File: config.mk
export PLATFORM = sky130hd
export DESIGN_NAME = pinbank_ctrl
export DESIGN_NICKNAME = d
export VERILOG_FILES = /design/src/rtl/pinbank_pkg.sv /design/src/rtl/pinbank_sync.sv /design/src/rtl/pinbank_irq.sv /design/src/rtl/pinbank_regs.sv /design/src/rtl/pinbank_ctrl.sv
export SDC_FILE = /design/constraint.sdc
export NUM_CORES = 1
export LEC_CHECK = 0
export ABC_AREA = 0
export BUFFER_PORTS_ARGS = -buffer_cell sky130_fd_sc_hd__buf_2
export CORE_ASPECT_RATIO = 0.75
export CORE_MARGIN = 2
export CORE_UTILIZATION = 50
export DETAILED_ROUTE_END_ITERATION = 10
export HOLD_SLACK_MARGIN = 0.05
export PLACE_DENSITY = 0.8
export SYNTH_ARGS = -nofsm -noshare
export SYNTH_HDL_FRONTEND = slang
export SYNTH_SLANG_ARGS = --single-unit
File: constraint.sdc
create_clock -name clk -period 1.93 [get_ports clk]
set_input_delay 0.193 -clock clk [delete_from_list [all_inputs] [get_ports clk]]
set_output_delay 0.193 -clock clk [all_outputs]
set_load 0.02 [all_outputs]
File: src/rtl/pinbank_pkg.sv
package pinbank_pkg;
    localparam int ADDR_W = 8;
    localparam int DATA_W = 32;

    localparam logic [ADDR_W-1:0] OFS_DIR = 8'h00;
    localparam logic [ADDR_W-1:0] OFS_OUT = 8'h08;
    localparam logic [ADDR_W-1:0] OFS_LVL = 8'h0C;
    localparam logic [ADDR_W-1:0] OFS_IEN = 8'h10;
    localparam logic [ADDR_W-1:0] OFS_CTL = 8'h14;

    // bit 0: clock enable, bit 1: reset hold
    typedef enum logic [1:0] {
        MODE_IDLE  = 2'b00,
        MODE_RUN   = 2'b01,
        MODE_PARK  = 2'b10,
        MODE_RESET = 2'b11
    } mode_e;
endpackage

File: src/rtl/pinbank_sync.sv
module pinbank_sync #(
    parameter int WIDTH = 16
) (
    input  logic             clk,
    input  logic             rst_n,
    input  logic [WIDTH-1:0] async_in,
    output logic [WIDTH-1:0] sync_out
);
    logic [WIDTH-1:0] stage1;

    always_ff @(posedge clk or negedge rst_n) begin
        if (!rst_n) begin
            stage1   <= '0;
            sync_out <= '0;
        end else begin
            stage1   <= async_in;
            sync_out <= stage1;
        end
    end
endmodule

File: src/rtl/pinbank_irq.sv
module pinbank_irq #(
    parameter int COUNT = 8
) (
    input  logic [COUNT-1:0] lvl,
    input  logic [COUNT-1:0] ien,
    output logic             irq
);
    logic [COUNT-1:0] hit;

    for (genvar g = 0; g < COUNT; g++) begin : g_gate
        assign hit[g] = lvl[g] & ien[g];
    end

    assign irq = |hit;
endmodule

File: src/rtl/pinbank_regs.sv
module pinbank_regs
    import pinbank_pkg::*;
#(
    parameter int NPINS     = 16,
    parameter int IRQ_FIRST = 8,
    parameter int IRQ_COUNT = 8,
    parameter bit IEN_LOW   = 1'b0
) (
    input  logic              clk,
    input  logic              rst_n,
    input  logic              bus_wr,
    input  logic [ADDR_W-1:0] bus_addr,
    input  logic [DATA_W-1:0] bus_wdata,
    input  logic [NPINS-1:0]  pin_lvl,
    output logic [DATA_W-1:0] bus_rdata,
    output logic [NPINS-1:0]  dir_q,
    output logic [NPINS-1:0]  out_q,
    output logic [IRQ_COUNT-1:0] ien_q,
    output mode_e             mode_q
);
    localparam int IEN_POS  = IEN_LOW ? 0 : IRQ_FIRST;
    localparam int MASK_POS = DATA_W / 2;

    mode_e mode_d;
    logic  clk_on;
    logic  hold;
    logic  wr_dir, wr_out, wr_ien;
    logic [NPINS-1:0] wmask;

    // state register
    always_ff @(posedge clk or negedge rst_n) begin
        if (!rst_n) mode_q <= MODE_PARK;
        else        mode_q <= mode_d;
    end

    // transitions: any control write moves to the written state
    always_comb begin
        mode_d = mode_q;
        if (bus_wr && bus_addr == OFS_CTL)
            mode_d = mode_e'(bus_wdata[1:0]);
    end

    // state outputs
    always_comb begin
        unique case (mode_q)
            MODE_IDLE:  begin clk_on = 1'b0; hold = 1'b0; end
            MODE_RUN:   begin clk_on = 1'b1; hold = 1'b0; end
            MODE_PARK:  begin clk_on = 1'b0; hold = 1'b1; end
            MODE_RESET: begin clk_on = 1'b1; hold = 1'b1; end
            default:    begin clk_on = 1'b0; hold = 1'b1; end
        endcase
    end

    assign wr_dir = bus_wr && clk_on && bus_addr == OFS_DIR;
    assign wr_out = bus_wr && clk_on && bus_addr == OFS_OUT;
    assign wr_ien = bus_wr && clk_on && bus_addr == OFS_IEN;
    assign wmask  = bus_wdata[MASK_POS +: NPINS];

    always_ff @(posedge clk or negedge rst_n) begin
        if (!rst_n) begin
            dir_q <= '0;
            out_q <= '0;
            ien_q <= '0;
        end else if (hold) begin
            dir_q <= '0;
            out_q <= '0;
            ien_q <= '0;
        end else begin
            if (wr_dir) dir_q <= bus_wdata[NPINS-1:0];
            if (wr_out) out_q <= (out_q & ~wmask) | (bus_wdata[NPINS-1:0] & wmask);
            if (wr_ien) ien_q <= bus_wdata[IEN_POS +: IRQ_COUNT];
        end
    end

    always_comb begin
        case (bus_addr)
            OFS_DIR: bus_rdata = DATA_W'(dir_q);
            OFS_OUT: bus_rdata = DATA_W'(out_q);
            OFS_LVL: bus_rdata = DATA_W'(pin_lvl);
            OFS_IEN: bus_rdata = DATA_W'(ien_q) << IEN_POS;
            OFS_CTL: bus_rdata = DATA_W'(mode_q);
            default: bus_rdata = '0;
        endcase
    end
endmodule

File: src/rtl/pinbank_ctrl.sv
module pinbank_ctrl
    import pinbank_pkg::*;
#(
    parameter int NPINS     = 16,
    parameter int IRQ_FIRST = 8,
    parameter int IRQ_COUNT = 8,
    parameter bit IEN_LOW   = 1'b0
) (
    input  logic              clk,
    input  logic              rst_n,
    input  logic              bus_wr,
    input  logic [ADDR_W-1:0] bus_addr,
    input  logic [DATA_W-1:0] bus_wdata,
    output logic [DATA_W-1:0] bus_rdata,
    input  logic [NPINS-1:0]  pin_in,
    output logic [NPINS-1:0]  pin_out,
    output logic [NPINS-1:0]  pin_oe,
    output logic              irq_req
);
    logic [NPINS-1:0]     pin_lvl;
    logic [IRQ_COUNT-1:0] ien_q;
    mode_e                mode_q;

    pinbank_sync #(.WIDTH(NPINS)) u_sync (
        .clk      (clk),
        .rst_n    (rst_n),
        .async_in (pin_in),
        .sync_out (pin_lvl)
    );

    pinbank_regs #(
        .NPINS     (NPINS),
        .IRQ_FIRST (IRQ_FIRST),
        .IRQ_COUNT (IRQ_COUNT),
        .IEN_LOW   (IEN_LOW)
    ) u_regs (
        .clk       (clk),
        .rst_n     (rst_n),
        .bus_wr    (bus_wr),
        .bus_addr  (bus_addr),
        .bus_wdata (bus_wdata),
        .pin_lvl   (pin_lvl),
        .bus_rdata (bus_rdata),
        .dir_q     (pin_oe),
        .out_q     (pin_out),
        .ien_q     (ien_q),
        .mode_q    (mode_q)
    );

    pinbank_irq #(.COUNT(IRQ_COUNT)) u_irq (
        .lvl (pin_lvl[IRQ_FIRST +: IRQ_COUNT]),
        .ien (ien_q),
        .irq (irq_req)
    );
endmodule

# Word-level counts from Yosys, hierarchy flattened
# Index checks and enable logic that the tools add are counted.
# word_totals
out_inout_bits,65
elab_cells,49
latchBits,0
ram_bits,0
mem_count,0
mem_bits_ro,0
in_bits,59
ff_bits,74
# op_classes
eq_ne,7
div_mod_pow,0
addsub,0
shift,0
magnitude_cmp,0
bitwise_logic,12
muxes,9
n_reduce_logical,15
n_mul,0
# op_table
cell,count
$pmux 16 s5,1
$mux 16,4
$and 16x16->16,2
$eq 8x4->1 const B,2
$eq 8x5->1 const B,2
$mux 8,2
$not 16->16,1
$or 16x16->16,1
$and 1x1->1,8
$logic_not 8->1,1
$reduce_or 2->1,4
$reduce_or 8->1,1
$reduce_bool 2->1,3
$logic_and 1x1->1,5
$eq 2x2->1 const B,2
$pmux 1 s2,2
$eq 2x1->1 const B,1
$logic_not 2->1,1

# Logic depth before layout (Yosys ltp)
# Gate-level depths: netlist (run 1).
# depth
ltp_word,7
ltp_mapped,6
depth_no_buf,3

# Modules after synthesis
# From an unflattened synthesis (run 1), not the netlist that was laid out.
# hier_totals
cells_unflattened,326
area_unflattened_um2,3634.7
# by_module_without_submodules
mod,n_inst,seq_area_each_um2,area_each_um2,cells_each
pinbank_regs,1,1052.3,2797.7,289
pinbank_sync,1,800.8,800.8,32
pinbank_irq,1,0.0,36.3,5

# Least setup slack after synthesis (run 1)
# OpenSTA, ideal clock, no wires.
# synth_timing
path_type,input to output
start,input bus_addr[7]
end,output bus_rdata[0]
t_arrival_ns,1.857
path_stages,6
slack_ns,-0.120
path_cell_list,or3_1 buf_2 or4b_1 buf_2 buf_2 o22ai_1
# synth_via
elab_chain_cells,2
elab_cells_between_ends,6
classes_between,eq/ne (4); mux (1); reduce/logical (1)
# synth_rtl
element,line,text
start: declaration,pinbank_ctrl.sv:12,"input logic [ADDR_W-1:0] bus_addr,"
"$eq 8x5->1, or another cell as far along",pinbank_regs.sv:76,case (bus_addr)
$pmux 16 s5 *,pinbank_regs.sv:76,
end: declaration,pinbank_ctrl.sv:14,"output logic [DATA_W-1:0] bus_rdata,"
# Every way passes the cells marked *; elsewhere a longest branch is shown, timed or not.

# Final worst setup path (run 1)
# layout_timing
start,input bus_addr[7]
end,output bus_rdata[14]
# The elaborated chain is that of the path after synthesis.

==> summary.txt, run 1 <==
Final layout
  – Most frequent cells in the layout: buf_2, dfrtp_1, mux2i_1, nand2b_1, buf_4
  – Share of layout cells above drive strength 1: approximately a third
  – N_diodes: 0
  – Multi-input gate area in the final layout: ~1600 µm²
  – Most common cell after layout, fill and taps aside: buf_2
  – Reg area: between 1500 and 2000 µm²
  – Layout Nets: 499
  – # fillers: 537
  – Layout area overhead: 30.72%

Logic synthesis
  – Synthesis Warnings: 0
  – Leading area contributor after synthesis: dfrtp_1
  – Number of flops mapped to enable cells by yosys: 0
  – Register bit total from synthesis: between 70 and 80
  – Post-synthesis cell area: approximately 3600 µm²
  – Yosys top cell area share: about half
  – Top post-synthesis cells by area: dfrtp_1, mux2i_1, nand2b_1
  – Mean Syn Cell Area: 11.72 µm²
  – Async SR Flop Fraction: between 90% and 100%
  – Synth cell types: 27
  – Seq/Total Area, Yosys: between 50% and 60%
  – Post-Synthesis Cells: 309
  – Main synth FF type: dfrtp_1

Critical path
  – CP Launch Type: input pin
  – WS Path Type: input pin to output pin
  – CP endpoint kind: output pin
  – Worst EP required: 1.74 ns
  – Critical Path Fanout Max: 9
  – Worst R2R Path Depth: 5
  – Worst EP arrival: 1.73 ns

Routing
  – Wire per inst: roughly 17 µm
  – DRT Pass-1 Iters: 4
  – Via count: 2834
  – Antenna viol nets, final: 0
  – DR vias/cell: between 5 and 6
  – Starting DRC count in detailed routing: ~130
  – Final WL: 9370 µm
  – DRC: 0

Floorplanning
  – Die area: around 7900 µm²
  – Row cnt: 26
  – Initial core utilization: approximately 53%
  – Die height: around 78 µm
  – Overall die width: just over 100 µm
  – Core Box Area: just under 7000 µm²
  – Io pins: about 120

STA
  – Slew Viols, Final: 0
  – Minimum hold slack: 0.1060 ns
  – Final setup fails: 0
  – Unrepaired setup endpoints after global routing: true
  – Clock Skews: 0.01059 ns
  – Final Cycle Share: about 100%
  – Accumulated negative setup slack: 0 ns
  – Slew margin rel.: 65.67%
  – Fmax: between 500 and 600 MHz
  – Worst Tran Pin Value: 0.5103 ns
  – Post-route minimum period: between 1.5 and 2 ns
  – Final Hold Fails: 0

Pwr
  – Leak: roughly 0.0023 µW
  – Power per cell area: 1010 nW/µm²
  – Max VDD drop: between 0.5 and 0.6 mV

Global route
  – Vias in the first global route: roughly 2900
  – Gr ovfl total: 0
  – Largest net degree at the start of global routing: a little under 60
  – Gr usage total: ~25%
  – Initial antenna violation count: 0
  – First-pass GRT wire length: ~15000 µm

Run
  – Max-cap violations: 0

Place
  – Gpl congestion: slightly below 0.8
  – Hpwl dp: between 6000 and 7000 µm
  – I/O Buffers: approximately 110

Worst hold path
  – Hold depth: 2
  – Worst hold path type: input pin to flip-flop

Clocking
  – Root buf cell: clkbuf_8
  – CTS H-tree depth: 3
  – Post-CTS Repair Setup Buffers: 0
  – CTS clk-pin slew, worst paths: about 0.07 ns
  – CTS tree: built
  – CTS max path bufs: 2
  – Num CTS Buffers: 9
  – Clk_lat worst skew: between 0.3 and 0.4 ns
  – # clock sinks: 74

Status
  – Status: completed
final timing paths:
kind	startpoint	end	slack [ns]
min in group asynchronous	rst_n	u_sync.stage1[1]$_DFF_PN0_	0.35
max in group asynchronous	rst_n	u_regs.dir_q[3]$_DFFE_PN0P_	0.99
setup / recovery	bus_addr[7]	bus_rdata[14]	0.008
setup reg to reg	u_regs.mode_q[0]$_DFFE_PN0P_	u_regs.dir_q[13]$_DFFE_PN0P_	0.38
hold / removal	bus_wdata[0]	u_regs.mode_q[0]$_DFFE_PN0P_	0.11
hold reg to reg	u_sync.stage1[5]$_DFF_PN0_	u_sync.sync_out[5]$_DFF_PN0_	0.35
cell families (layout without fill, tap and decap cells):
logic type | Yosys count | in the layout | synth area share (%)
other | 1 | 16 | 0.1036
AOI/OAI and AO/OA | 22 | 22 | 4.423
buffers and inverters | 39 | 160 | 6.911
DFF | 74 | 74 | 51.17
and+or+nand+nor | 107 | 107 | 19.07
muxes | 66 | 66 | 18.31
routing by layer:
| metal | wire length, µm | global-route usage [%] | up-vias |
|---|---|---|---|
| met5 | 0 | 0 | - |
| met4 | 88 | 6.133 | 0 |
| met2 | 4315 | 36.84 | 104 |
| li1 | - | - | 1326 |
| met1 | 4357 | 34.73 | 1394 |
| met3 | 608 | 8.018 | 10 |
flip-flops by register name, indices dropped and copies added, names as in the netlist:
register	cells
u_regs.dir_q	16
u_regs.out_q	16
u_regs.ien_q	8
u_regs.mode_q	2
u_sync.stage1	16
u_sync.sync_out	16
metrics by stage:
| step | std cells | worst slack [ns] | instance area [µm²] | power, µW | util [%] |
|---|---|---|---|---|---|
| detailed placement | 510 | -0.07125 | 4282 | 3591 | 62.08 |
| global placement | 510 | 0.004712 | 4282 | 3542 | 62.08 |
| global route | 543 | -0.02423 | 4733 | 5061 | 68.63 |
| finish | 543 | 0.008149 | 4733 | 4780 | 68.63 |
| floorplan | 324 | -0.1153 | 3709 | 3055 | - |
| CTS | 543 | 0.007574 | 4668 | 4790 | 67.69 |
cells in the mapped netlist, drive strengths merged, types with 3 or more instances:
cell type,number
nand2b,56
nor4,17
buf,26
nand4,3
dfrtp,73
a22oi,6
nor3,3
o22ai,10
nand3b,17
clkbuf,13
mux2i,64
o2bb2ai,6
worst max-delay path: stages:
cell     delay, ns
buf_2         0.11
or3_4         0.40
or4b_4        0.51
buf_6         0.17
o22ai_2       0.19
buf_6         0.14
what timing repair did:
action / in CTS / in global routing
hold buffers: 17 / 0
gates resized for setup: 10 / 15
endpoints found under the hold margin: 52 / 0
endpoints found under the setup margin: 14 / 10
where the power goes:
part,switching [µW],internal (µW),leakage [µW]
Sequential,287,1900,0.000901
Clock,570,594,0.0000893
Combinational,856,568,0.00133
final cells by class:
type,instances,area share (%)
sequential,74,39.15
multi-input combinational,211,34.81
timing repair buffer,144,19.51
clock buffer,11,2.776
tap,98,2.591
clock inverter,5,1.163
Power figures use the tool's default switching activity.
==> run 2, diff against run 1 <==
==> constraint.sdc (replaced) <==
create_clock -name clk -period 1.9 [get_ports clk]
set_input_delay 0.19 -clock clk [delete_from_list [all_inputs] [get_ports clk]]
set_output_delay 0.19 -clock clk [all_outputs]
set_load 0.02 [all_outputs]
==> run 2 against run 1 <==
  * Worst setup slack got worse by 0.0031 ns
  * Hold slack improved by 0.0044 ns
  * First-iteration DRC count increased by 16%
  * Cell count decreased by 0.18%
  * Largest cell class unchanged
==> summary.txt, run 2 (synthesis gave the netlist of run 1 again) <==
Status
  – Status: completed

Worst hold path
  – Hold depth: 2 (unchanged)
  – Hold EP: u_regs.mode_q[0]$_DFFE_PN0P_
  – Critical hold path startpoint: bus_wdata[0]
  – Worst hold path type: input pin to flip-flop

Global route
  – Initial antenna violation count: 0 (unchanged)
  – Gr ovfl total: 0 (unchanged)
  – Gr usage total: 24.87% (+0.27 points)
  – Vias in the first global route: 2897 (unchanged)
  – First-pass GRT wire length: 14870 µm (+0.32%)
  – Largest net degree at the start of global routing: 49 (-16%)

Pwr
  – Gate power share: 30.5% (+0.7 points)
  – P_int: 3121 µW (+1.8%)
  – Net Switching: 1801 µW (+5.1%)
  – Leak: 0.002373 µW (+2.2%)
  – Max VDD drop: 0.6134 mV (+8.6%)
  – Register share of total power: 46.0% (about the same)
  – Switch share: 36.59% (+0.73 points)
  – Power per cell area: 998.2 nW/µm² (-1.1%)
  – Clock share of power: 23.5% (-0.9 points)

Place
  – Hpwl dp: 6770 µm (+3.8%)
  – I/O Buffers: 107 (unchanged)
  – Placed inst area: 4428 µm² (+3.4%)
  – Gpl congestion: 0.8307 (+6.2%)

Critical path
  – Worst path most repeated cell: buf_6
  – Reg-to-reg slack, setup: 0.32 ns (-0.06 ns)
  – CP endpoint kind: output pin
  – Top Family by Delay on Critical Path: simple AND/OR/NAND/NOR gates
  – Max incr delay on CP: 0.53 ns (+0.02 ns)
  – RR Startpoint: u_regs.mode_q[0]$_DFFE_PN0P_
  – Critical path, cell by cell: buf_6 > or3_4 > or4b_4 > buf_12 > o22ai_2 > buf_6
  – Worst EP required: 1.71 ns (-0.03 ns)
  – Crit path max-delay cell type: or4b_4
  – WS Path Type: input pin to output pin
  – CP Launch Type: input pin
  – CP Launch Point: bus_addr[7]
  – Critical path buffers and inverters: 3 (unchanged)
  – Critical Path Fanout Max: 8 (-1)
  – Worst EP arrival: 1.70 ns (-0.03 ns)
  – Worst R2R Path Depth: 4 (-1)
  – Crit Reg-Reg Endpoint: u_regs.out_q[10]$_DFFE_PN0P_

Routing
  – Starting DRC count in detailed routing: 155 (+16%)
  – DR vias/cell: 5.268 (+0.93%)
  – Antenna viol nets, final: 0 (unchanged)
  – Wire per inst: 17.58 µm (+1.9%)
  – Final WL: 9527 µm (+1.7%)
  – DRT Pass-1 Iters: 4 (unchanged)
  – DRC: 0 (unchanged)
  – Via count: 2855 (+0.74%)

Clocking
  – Num CTS Buffers: 9 (unchanged)
  – # clock sinks: 74 (unchanged)
  – Root buf cell: clkbuf_8
  – CTS max path bufs: 2 (unchanged)
  – CTS tree: built
  – Clk_lat worst skew: 0.34 ns (about the same)
  – CTS clk-pin slew, worst paths: 0.07 ns (about the same)
  – CTS H-tree depth: 3 (unchanged)

STA
  – Clock Skews: 0.006985 ns (-0.003607 ns)
  – Fmax: around 530 MHz
  – Minimum hold slack: 0.1104 ns (+0.004412 ns)
  – Post-route minimum period: around 1.9 ns
  – Final setup fails: 0 (unchanged)
  – Final Cycle Share: 99.73%
  – Final Hold Fails: 0 (unchanged)
  – Slew Viols, Final: 0 (unchanged)
  – Unrepaired setup endpoints after global routing: true

Final layout
  – Reg area: 1853 µm² (unchanged)
  – Layout area overhead: 36.18%
  – Util after Layout: 71.50% (+2.9 points)
  – Most common cell after layout, fill and taps aside: buf_2
  – Finished Cell Area: 4931 µm² (+4.2%)
  – # fillers: 533 (-0.74%)
  – N_diodes: 0 (unchanged)
  – Multi-input gate area in the final layout: 1809 µm² (+9.8%)
  – Layout Nets: 499 (unchanged)
  – Share of layout cells above drive strength 1: 37.61% (+2.6 points)
  – Most frequent cells in the layout: buf_2, dfrtp_1, mux2i_1, nand2b_1, buf_4

Floorplanning
  – Io pins: 124 (unchanged)
  – Die height: 77.70 µm (unchanged)
  – Initial core utilization: 52.50% (unchanged)
  – Core Box Area: 6897 µm² (unchanged)
  – Die area: 7946 µm² (unchanged)
  – Row cnt: 26 (unchanged)
  – Overall die width: 102.3 µm (unchanged)

Run
  – Max-cap violations: 0 (unchanged)
run 2: how the worst max path moves through the flow:
stage                          to  slack (ns)  cells after the start
floorplan            bus_rdata[2]       0.003                      4
global placement     bus_rdata[1]       -0.03                      6
detailed placement   bus_rdata[8]       -0.05                      6
CTS                 bus_rdata[15]       0.003                      6
global route         bus_rdata[0]       -0.02                      6
finish               bus_rdata[8]       0.005                      6
run 2: timing repair:
item / in CTS / in global routing
setup buffers: 0 / 1
endpoints found under the hold margin: 42 / 0
gates resized for setup: 14 / 20
pin swaps: 0 / 0
hold buffers: 17 / 0
setup endpoints to repair: 14 / 13
run 2: per-stage QoR:
| stage | total power, µW | setup WS, ns | std cells | setup TNS [ns] |
|---|---|---|---|---|
| after floorplan | 3165 | 0.002752 | 324 | 0 |
| after global placement | 3664 | -0.02699 | 509 | -0.2175 |
| after detailed placement | 3725 | -0.05432 | 509 | -0.3865 |
| after CTS | 4928 | 0.002655 | 541 | 0 |
| after global routing | 5225 | -0.01949 | 542 | -0.05728 |
| final | 4922 | 0.005047 | 542 | 0 |
run 2: power groups by stage:
stage               clock network (µW)  registers (µW)  logic [µW]
floorplan                            0            2540         630
global placement                     0            2270        1400
detailed placement                   0            2280        1440
CTS                               1190            2260        1480
global route                      1280            2310        1640
finish                            1160            2270        1500
run 2: cell type report:
| type | count | share of cell area, % |
|---|---|---|
| clock buffer | 10 | 2.588 |
| timing repair buffer | 144 | 19.51 |
| tap | 98 | 2.487 |
| clock inverter | 5 | 1.142 |
| multi-input combinational | 211 | 36.69 |
| sequential | 74 | 37.58 |
run 2: worst reg2reg max path: stages (launching register included):
cell and delay (ns):
dfrtp_1 0.40, nand3b_1 0.21, buf_4 0.27, nor4_1 0.40, mux2i_1 0.23
run 2: metal layers:
| layer | GRT usage, % | vias to the layer above | wire, µm |
|---|---|---|---|
| met1 | 36.02 | 1408 | 4368 |
| met3 | 7.297 | 9 | 632 |
| met4 | 5.067 | 0 | 67 |
| met5 | 0 | - | 0 |
| met2 | 37.43 | 116 | 4459 |
| li1 | - | 1322 | - |
